File: src/rtl/tdm_rx_pkg.sv
package tdm_rx_pkg;
  localparam int TAG_W      = 16;
  localparam int SLOT_W     = 20;
  localparam int NUM_SLOTS  = 12;
  localparam int FRAME_BITS = TAG_W + SLOT_W * NUM_SLOTS;
  localparam int CNT_W      = $clog2(FRAME_BITS);
  localparam int SID_W      = 4;
  localparam logic [SID_W-1:0] SID_NONE = '1;

  // Which field ends at frame bit position pos: 0 = tag, 1..12 = slot, SID_NONE = none
  function automatic logic [SID_W-1:0] field_end(input logic [CNT_W-1:0] pos);
    int p;
    p = int'(pos);
    if (p == TAG_W - 1) return '0;
    if (p >= TAG_W && ((p - TAG_W) % SLOT_W) == SLOT_W - 1)
      return SID_W'((p - TAG_W) / SLOT_W + 1);
    return SID_NONE;
  endfunction

  // Keep the top res bits of an MSB-justified word
  function automatic logic [SLOT_W-1:0] keep_msbs(input logic [SLOT_W-1:0] w, input int res);
    logic [SLOT_W-1:0] r;
    for (int i = 0; i < SLOT_W; i++) r[i] = (i >= SLOT_W - res) ? w[i] : 1'b0;
    return r;
  endfunction
endpackage

File: src/rtl/tdm_rx_deser.sv
module tdm_rx_deser
  import tdm_rx_pkg::*;
(
  input  logic              clk,
  input  logic              rst_n,
  input  logic              sync_i,
  input  logic              sdin_i,
  output logic              frame_start_o,
  output logic              field_done_o,
  output logic [SID_W-1:0]  field_id_o,
  output logic [SLOT_W-1:0] field_word_o
);
  logic              sync_q;
  logic              active;
  logic [CNT_W-1:0]  pos;
  logic [SLOT_W-1:0] shreg;
  logic [CNT_W-1:0]  cur_pos;

  assign frame_start_o = sync_i & ~sync_q;
  assign cur_pos       = frame_start_o ? '0 : pos;
  assign field_id_o    = field_end(cur_pos);
  assign field_done_o  = (frame_start_o | active) && (field_id_o != SID_NONE);
  assign field_word_o  = {shreg[SLOT_W-2:0], sdin_i};

  always_ff @(posedge clk or negedge rst_n) begin
    if (!rst_n) begin
      sync_q <= 1'b0;
      active <= 1'b0;
      pos    <= '0;
      shreg  <= '0;
    end else begin
      sync_q <= sync_i;
      shreg  <= field_word_o;
      if (frame_start_o) begin
        active <= 1'b1;
        pos    <= CNT_W'(1);
      end else if (active) begin
        if (pos == CNT_W'(FRAME_BITS - 1)) begin
          active <= 1'b0;
          pos    <= '0;
        end else begin
          pos <= pos + CNT_W'(1);
        end
      end
    end
  end

  assert_frame_restart_R1: assert property (@(posedge clk) disable iff (!rst_n)
    frame_start_o |=> (active && pos == CNT_W'(1)));
endmodule

File: src/rtl/tdm_rx_slots.sv
module tdm_rx_slots
  import tdm_rx_pkg::*;
#(
  parameter int SAMPLE_RES = 18
) (
  input  logic                 clk,
  input  logic                 rst_n,
  input  logic                 field_done_i,
  input  logic [SID_W-1:0]     field_id_i,
  input  logic [SLOT_W-1:0]    field_word_i,
  output logic                 codec_ready_o,
  output logic [NUM_SLOTS-1:0] slot_valid_o,
  output logic [SLOT_W-1:0]    sample_o,
  output logic [SID_W-1:0]     sample_slot_o,
  output logic                 sample_vld_o,
  output logic [9:0]           slot_req_o,
  output logic [6:0]           stat_idx_o,
  output logic                 stat_evt_o,
  output logic [15:0]          stat_data_o,
  output logic [15:0]          gpio_status_o,
  output logic                 gpio_int_o
);
  localparam logic [SLOT_W-1:0] LOW_MASK = (SLOT_W'(1) << (SLOT_W - SAMPLE_RES)) - SLOT_W'(1);

  logic tag_end, stat_addr_end, data_slot_end, gpio_end, slot_ok;

  assign tag_end       = field_done_i && field_id_i == '0;
  assign slot_ok       = (field_id_i != '0) && (field_id_i <= SID_W'(NUM_SLOTS)) &&
                         codec_ready_o && slot_valid_o[field_id_i - SID_W'(1)];
  assign stat_addr_end = field_done_i && field_id_i == SID_W'(1);
  assign data_slot_end = field_done_i && slot_ok &&
                         field_id_i >= SID_W'(3) && field_id_i <= SID_W'(NUM_SLOTS - 1);
  assign gpio_end      = field_done_i && slot_ok && field_id_i == SID_W'(NUM_SLOTS);
  assign stat_evt_o    = field_done_i && field_id_i == SID_W'(2) && codec_ready_o &&
                         slot_valid_o[0] && slot_valid_o[1];
  assign stat_data_o   = field_word_i[19:4];

  always_ff @(posedge clk or negedge rst_n) begin
    if (!rst_n) begin
      codec_ready_o <= 1'b0;
      slot_valid_o  <= '0;
      sample_o      <= '0;
      sample_slot_o <= '0;
      sample_vld_o  <= 1'b0;
      slot_req_o    <= '0;
      stat_idx_o    <= '0;
      gpio_status_o <= '0;
      gpio_int_o    <= 1'b0;
    end else begin
      sample_vld_o <= 1'b0;
      if (tag_end) begin
        codec_ready_o <= field_word_i[TAG_W-1];
        for (int s = 1; s <= NUM_SLOTS; s++) slot_valid_o[s-1] <= field_word_i[TAG_W-1-s];
      end
      if (stat_addr_end && slot_valid_o[0]) begin
        stat_idx_o <= field_word_i[18:12];
        if (codec_ready_o) slot_req_o <= field_word_i[11:2];
      end
      if (data_slot_end) begin
        sample_o      <= keep_msbs(field_word_i, SAMPLE_RES);
        sample_slot_o <= field_id_i;
        sample_vld_o  <= 1'b1;
      end
      if (gpio_end) begin
        gpio_status_o <= field_word_i[19:4];
        gpio_int_o    <= field_word_i[0];
      end
    end
  end

  assert_sample_needs_ready_R5: assert property (@(posedge clk) disable iff (!rst_n)
    sample_vld_o |-> codec_ready_o);
  assert_sample_trimmed_R6: assert property (@(posedge clk) disable iff (!rst_n)
    sample_vld_o |-> ((sample_o & LOW_MASK) == '0));
endmodule

File: src/rtl/tdm_rx_readtrk.sv
module tdm_rx_readtrk #(
  parameter int TIMEOUT_FRAMES = 3
) (
  input  logic        clk,
  input  logic        rst_n,
  input  logic        frame_start_i,
  input  logic        rd_issue_i,
  input  logic [6:0]  rd_index_i,
  input  logic        stat_evt_i,
  input  logic [6:0]  stat_idx_i,
  input  logic [15:0] stat_data_i,
  output logic        rd_strobe_o,
  output logic [15:0] rd_data_o,
  output logic        rd_timeout_o
);
  localparam int AGE_W = $clog2(TIMEOUT_FRAMES + 1);

  logic             pending;
  logic [6:0]       pend_idx;
  logic [AGE_W-1:0] age;
  logic             match, expire;

  assign match  = pending && stat_evt_i && (stat_idx_i == pend_idx);
  assign expire = pending && frame_start_i && (age == AGE_W'(TIMEOUT_FRAMES));

  always_ff @(posedge clk or negedge rst_n) begin
    if (!rst_n) begin
      pending      <= 1'b0;
      pend_idx     <= '0;
      age          <= '0;
      rd_strobe_o  <= 1'b0;
      rd_data_o    <= '0;
      rd_timeout_o <= 1'b0;
    end else begin
      rd_strobe_o  <= match;
      rd_timeout_o <= expire;
      if (match) rd_data_o <= stat_data_i;
      if (rd_issue_i) begin
        pending  <= 1'b1;
        pend_idx <= rd_index_i;
        age      <= '0;
      end else if (match || expire) begin
        pending <= 1'b0;
      end else if (frame_start_i && pending) begin
        age <= age + AGE_W'(1);
      end
    end
  end

  assert_strobe_had_pending_R8: assert property (@(posedge clk) disable iff (!rst_n)
    rd_strobe_o |-> $past(pending));
  assert_timeout_drops_read_R10: assert property (@(posedge clk) disable iff (!rst_n)
    rd_timeout_o |-> (!pending || $past(rd_issue_i)));
  assert_age_bounded_R10: assert property (@(posedge clk) disable iff (!rst_n)
    pending |-> (age <= AGE_W'(TIMEOUT_FRAMES)));
endmodule

File: src/rtl/tdm_frame_rx.sv
module tdm_frame_rx
  import tdm_rx_pkg::*;
#(
  parameter int SAMPLE_RES     = 18,
  parameter int TIMEOUT_FRAMES = 3
) (
  input  logic        clk,
  input  logic        rst_n,
  input  logic        sync_i,
  input  logic        sdin_i,
  input  logic        rd_issue_i,
  input  logic [6:0]  rd_index_i,
  output logic        codec_ready_o,
  output logic [11:0] slot_valid_o,
  output logic [19:0] sample_o,
  output logic [3:0]  sample_slot_o,
  output logic        sample_vld_o,
  output logic [9:0]  slot_req_o,
  output logic [15:0] rd_data_o,
  output logic        rd_strobe_o,
  output logic        rd_timeout_o,
  output logic [15:0] gpio_status_o,
  output logic        gpio_int_o
);
  logic              frame_start, field_done, stat_evt;
  logic [SID_W-1:0]  field_id;
  logic [SLOT_W-1:0] field_word;
  logic [6:0]        stat_idx;
  logic [15:0]       stat_data;

  tdm_rx_deser u_deser (
    .clk(clk), .rst_n(rst_n), .sync_i(sync_i), .sdin_i(sdin_i),
    .frame_start_o(frame_start), .field_done_o(field_done),
    .field_id_o(field_id), .field_word_o(field_word)
  );

  tdm_rx_slots #(.SAMPLE_RES(SAMPLE_RES)) u_slots (
    .clk(clk), .rst_n(rst_n), .field_done_i(field_done), .field_id_i(field_id),
    .field_word_i(field_word), .codec_ready_o(codec_ready_o), .slot_valid_o(slot_valid_o),
    .sample_o(sample_o), .sample_slot_o(sample_slot_o), .sample_vld_o(sample_vld_o),
    .slot_req_o(slot_req_o), .stat_idx_o(stat_idx), .stat_evt_o(stat_evt),
    .stat_data_o(stat_data), .gpio_status_o(gpio_status_o), .gpio_int_o(gpio_int_o)
  );

  tdm_rx_readtrk #(.TIMEOUT_FRAMES(TIMEOUT_FRAMES)) u_rdtrk (
    .clk(clk), .rst_n(rst_n), .frame_start_i(frame_start), .rd_issue_i(rd_issue_i),
    .rd_index_i(rd_index_i), .stat_evt_i(stat_evt), .stat_idx_i(stat_idx),
    .stat_data_i(stat_data), .rd_strobe_o(rd_strobe_o), .rd_data_o(rd_data_o),
    .rd_timeout_o(rd_timeout_o)
  );
endmodule

File: config.mk
export PLATFORM = sky130hd
export DESIGN_NAME = tdm_frame_rx
export DESIGN_NICKNAME = d
export VERILOG_FILES = /design/src/rtl/tdm_rx_pkg.sv /design/src/rtl/tdm_rx_deser.sv /design/src/rtl/tdm_rx_slots.sv /design/src/rtl/tdm_rx_readtrk.sv /design/src/rtl/tdm_frame_rx.sv
export SDC_FILE = /design/constraint.sdc
export NUM_CORES = 1
export LEC_CHECK = 0
export ABC_AREA = 1
export BUFFER_PORTS_ARGS = -buffer_cell sky130_fd_sc_hd__buf_4
export CORE_UTILIZATION = 57
export CTS_CLUSTER_DIAMETER = 80
export DETAILED_ROUTE_END_ITERATION = 8
export GPL_TIMING_DRIVEN = 0
export HOLD_SLACK_MARGIN = 0.1
export PLACE_DENSITY = 0.8
export RECOVER_POWER = 25
export SLEW_MARGIN = 20
export SYNTH_ARGS = -nofsm -noshare
export SYNTH_HDL_FRONTEND = slang
export SYNTH_SLANG_ARGS = --single-unit
File: constraint.sdc
create_clock -name clk -period 5.9 [get_ports clk]
set_input_delay 0.59 -clock clk [delete_from_list [all_inputs] [get_ports clk]]
set_output_delay 0.59 -clock clk [all_outputs]
set_load 0.03 [all_outputs]
; ---- Word level (Yosys, flattened, before mapping)
; Cells that the tools add are included.
[totals]
reg_bits = 127
word_cells = 94
[classes]
n_lt_le_gt_ge = 5
div = 2
n_reduce_logical = 28
bitwise_logic = 3
addsub = 5
n_mux = 22
eq_ne = 10
[op_table]
columns = cell, n
row1 = 32-bit by 6-bit divider with 32-bit output (second input constant), 1
row2 = 32-bit by 6-bit == test with 1-bit output (second input constant), 1
row3 = 32-bit by 6-bit remainder unit with 32-bit output (second input constant), 1
row4 = 8-bit 2-to-1 mux, 4
row5 = 1-bit logical AND, 20
row6 = 4-bit 2-to-1 mux, 4
row7 = 1-bit 2-to-1 mux, 10
row8 = 8-bit by 5-bit subtractor with 9-bit output (second input constant), 1
row9 = 8-bit by 1-bit adder with 8-bit output (second input constant), 1
row10 = 8-bit by 5-bit == test with 1-bit output (second input constant), 1
row11 = 8-bit == test (second input constant), 1
row12 = 8-bit by 5-bit greater-or-equal comparator with 1-bit output (second input constant), 1
row13 = 4-bit <= comparator (second input constant), 2
row14 = 7-bit == test, 1
row15 = 2-bit 2-to-1 mux, 3
row16 = 2-bit nonzero test, 3
row17 = 4-bit by 5-bit less-than comparator with 1-bit output (second input constant), 1
row18 = 4-bit by 2-bit adder with 4-bit output (second input constant), 1
row19 = 1-bit binary-select mux with 4-bit select, 1
row20 = 4-bit by 1-bit == test with 1-bit output (second input constant), 1
row21 = 4-bit by 2-bit == test with 1-bit output (second input constant), 1
row22 = 4-bit == test (second input constant), 1
row23 = 4-bit by 2-bit greater-or-equal comparator with 1-bit output (second input constant), 1
row24 = 4-bit zero test, 1
row25 = other kinds (11), 12

; ---- Logic depth before layout (Yosys ltp)
[depth]
word_depth = 22
ltp_mapped = 46
ltp_nobuf = 44

; ---- Modules after synthesis
; A second synthesis with hierarchy kept.
[unflattened]
hier_cells = 765
hier_area_um2 = 6530.0
[modules_own_cells]
columns = module, n_inst, cells_per_inst, area_per_inst_um2
row1 = tdm_rx_slots, 1, 362, 3205.6
row2 = tdm_rx_deser, 1, 246, 2064.5
row3 = tdm_rx_readtrk, 1, 157, 1260.0

; ---- Worst setup path after synthesis
; No wires, ideal clock.
[synth_timing]
path_kind = input to register
startpoint = input sync_i
endpoint = register u_rdtrk.rd_data_o[10]
setup_time_ns = 0.119
stages = 41
t_required_ns = 5.781
slack_ns = 0.874
path_buffers = 2
arrival_time_ns = 4.907
path_cell_list = nand2_4 -> buf_6 -> inv_1 -> nor2_1 -> inv_1 -> ha_1 -> nand3_2 -> nor2_1 -> nand2_1 -> nand2_2 -> inv_2 -> nand3_1 -> nand2_1 -> nand2_1 -> nand2_1 -> nand2_1 -> nand2_2 -> nand2_4 -> (+5 left out) -> inv_2 -> ha_1 -> o21ai_0 -> inv_1 -> ha_1 -> inv_1 -> nand4_1 -> nand2_1 -> inv_1 -> ha_1 -> nand4_1 -> nor2_1 -> nand3_1 -> nor2_1 -> nand2_2 -> buf_2 -> mux2i_1 -> inv_1
[synth_between]
elab_chain_cells = 18
elab_cells_between_ends = 26
[synth_lines]
columns = element, line
row1 = start: declaration, tdm_frame_rx.sv:9  ; input logic sync_i,
row2 = 1-bit AND (*), tdm_rx_deser.sv:19  ; assign frame_start_o = sync_i & ~sync_q;
row3 = 8-bit 2-to-1 mux (*), tdm_rx_deser.sv:20  ; assign cur_pos = frame_start_o ? '0 : pos;
row4 = 8-bit by 5-bit subtractor with 9-bit output, "tdm_rx_pkg.sv:15, tdm_rx_pkg.sv:16"
row5 = 32-bit by 6-bit remainder unit with 32-bit output, tdm_rx_pkg.sv:15  ; if (p >= TAG_W && ((p - TAG_W) % SLOT_W) == SLOT_W - 1)
row6 = 32-bit by 6-bit == test with 1-bit output, tdm_rx_pkg.sv:15
row7 = 1-bit logical AND, tdm_rx_pkg.sv:15
row8 = 1-bit 2-to-1 mux (2 in series), tdm_rx_pkg.sv:15
row9 = 4-bit 2-to-1 mux, tdm_rx_pkg.sv:17  ; return SID_NONE;
row10 = 4-bit 2-to-1 mux (*), tdm_rx_pkg.sv:15
row11 = net field_id[1], tdm_frame_rx.sv:26  ; logic [SID_W-1:0] field_id;
row12 = 4-bit inequality test, tdm_rx_deser.sv:22  ; assign field_done_o = (frame_start_o | active) && (field_id_o != SID_NONE);
row13 = 1-bit logical AND, tdm_rx_deser.sv:22
row14 = 1-bit logical AND (*) (3 in series), tdm_rx_slots.sv:34  ; assign stat_evt_o = field_done_i && field_id_i == SID_W'(2) && codec_ready_o &&
row15 = 1-bit logical AND (*), tdm_rx_slots.sv:35  ; slot_valid_o[0] && slot_valid_o[1];
row16 = 1-bit logical AND (*) (2 in series), tdm_rx_readtrk.sv:23  ; assign match = pending && stat_evt_i && (stat_idx_i == pend_idx);
row17 = end signal: assignment, tdm_rx_readtrk.sv:37  ; if (match) rd_data_o <= stat_data_i;
row18 = end: declaration, tdm_rx_readtrk.sv:13  ; output logic [15:0] rd_data_o,
; The timed path passes the listed nets; every way through them passes the cells marked *. The select of a mux whose other input is x is not followed.
; A chain may end at the register's enable or synchronous reset.

; ---- Final worst setup path
[layout_timing]
startpoint = register u_deser.sync_q
endpoint = register u_rdtrk.rd_data_o[6]
[layout_between]
elab_chain_cells = 19
elab_cells_between_ends = 27
[layout_lines]
columns = element, line
row1 = start: declaration, tdm_rx_deser.sv:13  ; logic sync_q;
row2 = start signal: assignment, tdm_rx_deser.sv:32  ; sync_q <= sync_i;
row3 = 1-bit NOT (*), tdm_rx_deser.sv:19
row4 = 1-bit AND (*), tdm_rx_deser.sv:19
row5 = 8-bit 2-to-1 mux (*), tdm_rx_deser.sv:20
row6 = 8-bit by 5-bit subtractor with 9-bit output, "tdm_rx_pkg.sv:15, tdm_rx_pkg.sv:16"
row7 = 32-bit by 6-bit remainder unit with 32-bit output, tdm_rx_pkg.sv:15
row8 = 32-bit by 6-bit == test with 1-bit output, tdm_rx_pkg.sv:15
row9 = 1-bit logical AND, tdm_rx_pkg.sv:15
row10 = 1-bit 2-to-1 mux (2 in series), tdm_rx_pkg.sv:15
row11 = 4-bit 2-to-1 mux, tdm_rx_pkg.sv:17
row12 = 4-bit 2-to-1 mux (*), tdm_rx_pkg.sv:15
row13 = net field_id[1], tdm_frame_rx.sv:26
row14 = 4-bit inequality test, tdm_rx_deser.sv:22
row15 = 1-bit logical AND, tdm_rx_deser.sv:22
row16 = 1-bit logical AND (*) (3 in series), tdm_rx_slots.sv:34
row17 = 1-bit logical AND (*), tdm_rx_slots.sv:35
row18 = 1-bit logical AND (*) (2 in series), tdm_rx_readtrk.sv:23
; Marks and branches as above.

==> summary.md <==
| Metric | Value |
|---|---|
| Avg Cell Area, Syn | `8.80 µm²` |
| Clock skew | `7.48 ps` |
| Commonest cells after routing, fill and taps aside | `206 x nand2_1, 127 x dfrtp_1, 93 x buf_4` |
| Reg2Reg Depth | `41` |
| CTS sink count | `127` |
| CTS tree | `built` |
| 1st-iter DRT viols | `346` |
| Routed len/inst | `15.8 µm` |
| Worst-Skew Late Latency | `530 ps` |
| Fraction of layout cells with a size suffix above 1 | `24.2%` |
| Setup slack, reg-to-reg | `480 ps` |
| Rel. slew slack | `-122%` |
| Synth Cell Area | `6330 µm²` |
| ANT cells | `0` |
| Final setup fails | `0` |
| Synth area leader | `dfrtp_1` |
| MaxCap Viol Count | `1` |
| Rows | `38` |
| Vias in the first global route | `5,341` |
| Synth-to-layout area growth | `24.5%` |
| Fill count | `797` |
| CTS H-Tree Depth | `4` |
| 1st-pass router iterations | `7` |
| GRT Util Overall | `29.0%` |
| Synth Register Bits | `127` |
| HP Class | `in2reg` |
| Crit Reg-Reg Startpoint | `u_deser.sync_q` |
| CTS Buf Count | `17` |
| Slew Limit Fails | `62` |
| Die extent in y | `107 µm` |
| Routability cong. | `0.873` |
| Worst hold stages | `1` |
| Layout Nets | `860` |
| Status | `finished, violations left` |
| Final ANT Viol Nets | `0` |
| Die area | `11,500 µm²` |
| Post-synth top flop | `dfrtp_1` |
| Asr flop ratio synth | `100%` |
| Initial core utilization | `58.4%` |
| Violated checks | `max-capacitance violations, max-slew violations` |
| Worst Max-Slew Pin Slew | `3330 ps` |
| Final worst path period share | `91.8%` |
| Peak VDD IR | `0.000281 V` |
| Final worst path period need | `5420 ps` |
| DRC | `0` |
| DP HPWL | `11.1 mm` |
| Commonest non-fill, non-tap cell in the layout | `nand2_1` |
| FMAX | `185 MHz` |
| PwrDens | `354 nW/µm²` |
| I/O Pins | `95` |
| Setup ws final | `484 ps` |
| Hold path startpoint | `sync_i` |
| Clock Path Buffers | `2` |
| CTS clk-pin slew, worst paths | `60 ps` |
| Port bufs | `92` |
| First-pass GRT wire length | `25.3 mm` |
| Die X | `107 µm` |
| Setup crit end kind | `register` |
| EDFF count, synth | `0` |
| Drt total wl | `15.6 mm` |
| Largest net degree at the start of global routing | `67` |
| Crit Path Max Fanout | `10` |
| Synth cell types | `41` |
| CP startpoint kind | `register` |
| Reg2reg end | `u_rdtrk.rd_data_o[6]` |
| Initial antenna violation count | `0` |
| Worst Hold End | `u_deser.sync_q` |
| Syn Inst Count | `719` |
| Setup CP Type | `reg2reg` |
| Grt total ovfl | `0` |
| Register area share after synthesis | `50.2%` |
| Critical path arrival | `5830 ps` |
| Routed vias/inst | `5.53` |
| Slowest stage delay, CP | `370 ps` |
| Clock Tree Root | `clkbuf_8` |
| Core Box Area | `10,800 µm²` |
| Non-Filler Instances | `984` |
| Critical Path RT | `6310 ps` |
| Dpl cells | `953` |
| Pre-CTS setup slack | `-152 ps` |
| Largest cells by area after synthesis | `dfrtp_1 50%, nand2_1 12%, inv_1 4.5%` |
| Final hold viol count | `0` |
| CP max stage cell | `dfrtp_1` |
| Synth top area share | `50.2%` |
| Yosys Warn Count | `0` |
| Leakage | `4.42 nW` |
| Total Power | `2.79 mW` |
| Via count | `5,444` |
-- timing repair --
item                       CTS  global route
hold buffers                 1             0
buffers inserted             0             1
setup endpoints to repair    0            85
gates resized for setup      0            14
hold endpoints to repair    61             0
-- flip-flops by register name, summed over array words and instances (netlist names), 2 cells and up --
| name | flops |
|---|---|
| u_slots.stat_idx_o | 7 |
| u_deser.shreg | 19 |
| u_slots.slot_req_o | 10 |
| u_slots.sample_o | 18 |
| u_rdtrk.rd_data_o | 16 |
| u_rdtrk.age | 2 |
| u_slots.gpio_status_o | 16 |
| u_slots.sample_slot_o | 4 |
| u_deser.pos | 8 |
| u_rdtrk.pend_idx | 7 |
| u_slots.slot_valid_o | 12 |
-- per-stage QoR --
step / area, µm² / hold WS [ps] / utilization, % / setup TNS (ps)
finish: 7880 / 197 / 72.7 / 0
global route: 7880 / 178 / 72.7 / -4.85
CTS: 7840 / 154 / 72.3 / 0
detailed placement: 7230 / 344 / 66.7 / -1240
global placement: 7200 / 338 / 66.4 / 0
floorplan: 6330 / 294 / - / 0
-- metal layers --
metal	vias to the layer above	global-route usage [%]	routed length, µm
li1	2566	-	-
met1	2675	35.9	6580
met2	173	47.7	7850
met3	30	8.17	827
met4	0	12.0	321
met5	-	0	0
-- cell families after synthesis --
group,share of synthesized area [%]
AO/OA/AOI/OAI,5.30
XOR/XNOR,1.78
adder cells (fa/ha/maj),2.97
buffers and inverters,7.35
flip-flops,50.2
multiplexers,3.06
other,0.0592
AND/OR/NAND/NOR,29.3
-- report_power, final --
| part | total (mW) | internal [mW] | switching (mW) |
|---|---|---|---|
| sequential | 0.928 | 0.896 | 0.0314 |
| combinational | 0.816 | 0.282 | 0.534 |
| clock | 1.04 | 0.693 | 0.352 |
-- cell type report --
class	instances	area [µm²]	area share (%)
Tap cell	140	175	2.22
Timing Repair Buffer	95	728	9.24
Multi-Input combinational cell	482	2740	34.7
Clock buffer	24	490	6.23
Inverter	86	323	4.10
Sequential cell	127	3180	40.3
Buffer	24	143	1.81
Clock inverter	6	105	1.33
-- worst max-delay path, delay by kind of cell (launching register included) --
kind,cells,cell delay [ps]
compound gates,1,170
fa+ha+maj,4,980
buf+inv,12,1150
flops,1,370
mux,1,170
simple gates,23,2430
-- cells in the mapped netlist (3+ instances only) --
master / number
inv_2: 10
dfrtp_1: 127
inv_1: 76
ha_1: 15
nor2_2: 6
nand3_2: 16
a21oi_1: 4
nand2_1: 207
mux2_2: 3
nand2_2: 13
buf_2: 9
xor2_1: 8
clkbuf_1: 9
xnor2_1: 3
nor3_1: 5
o21ai_0: 17
o21ai_1: 20
nand3_1: 56
o22ai_1: 7
mux2i_1: 16
buf_6: 4
nand4_1: 41
nor2_1: 19
nand2_4: 7
-- worst max path at each step --
stage,startpoint,end,slack (ps),cells past startpoint
final,u_deser.sync_q,u_rdtrk.rd_data_o[6],480,41
after global routing,u_deser.sync_q,u_rdtrk.rd_data_o[11],-5,41
after CTS,u_deser.sync_q,u_rdtrk.rd_data_o[6],180,42
after detailed placement,sync_i,u_rdtrk.rd_data_o[11],-150,42
after global placement,sync_i,u_rdtrk.rd_data_o[8],50,42
after floorplan,sync_i,u_rdtrk.rd_data_o[10],870,41
Note: power is estimated with default switching activity, not from simulation.
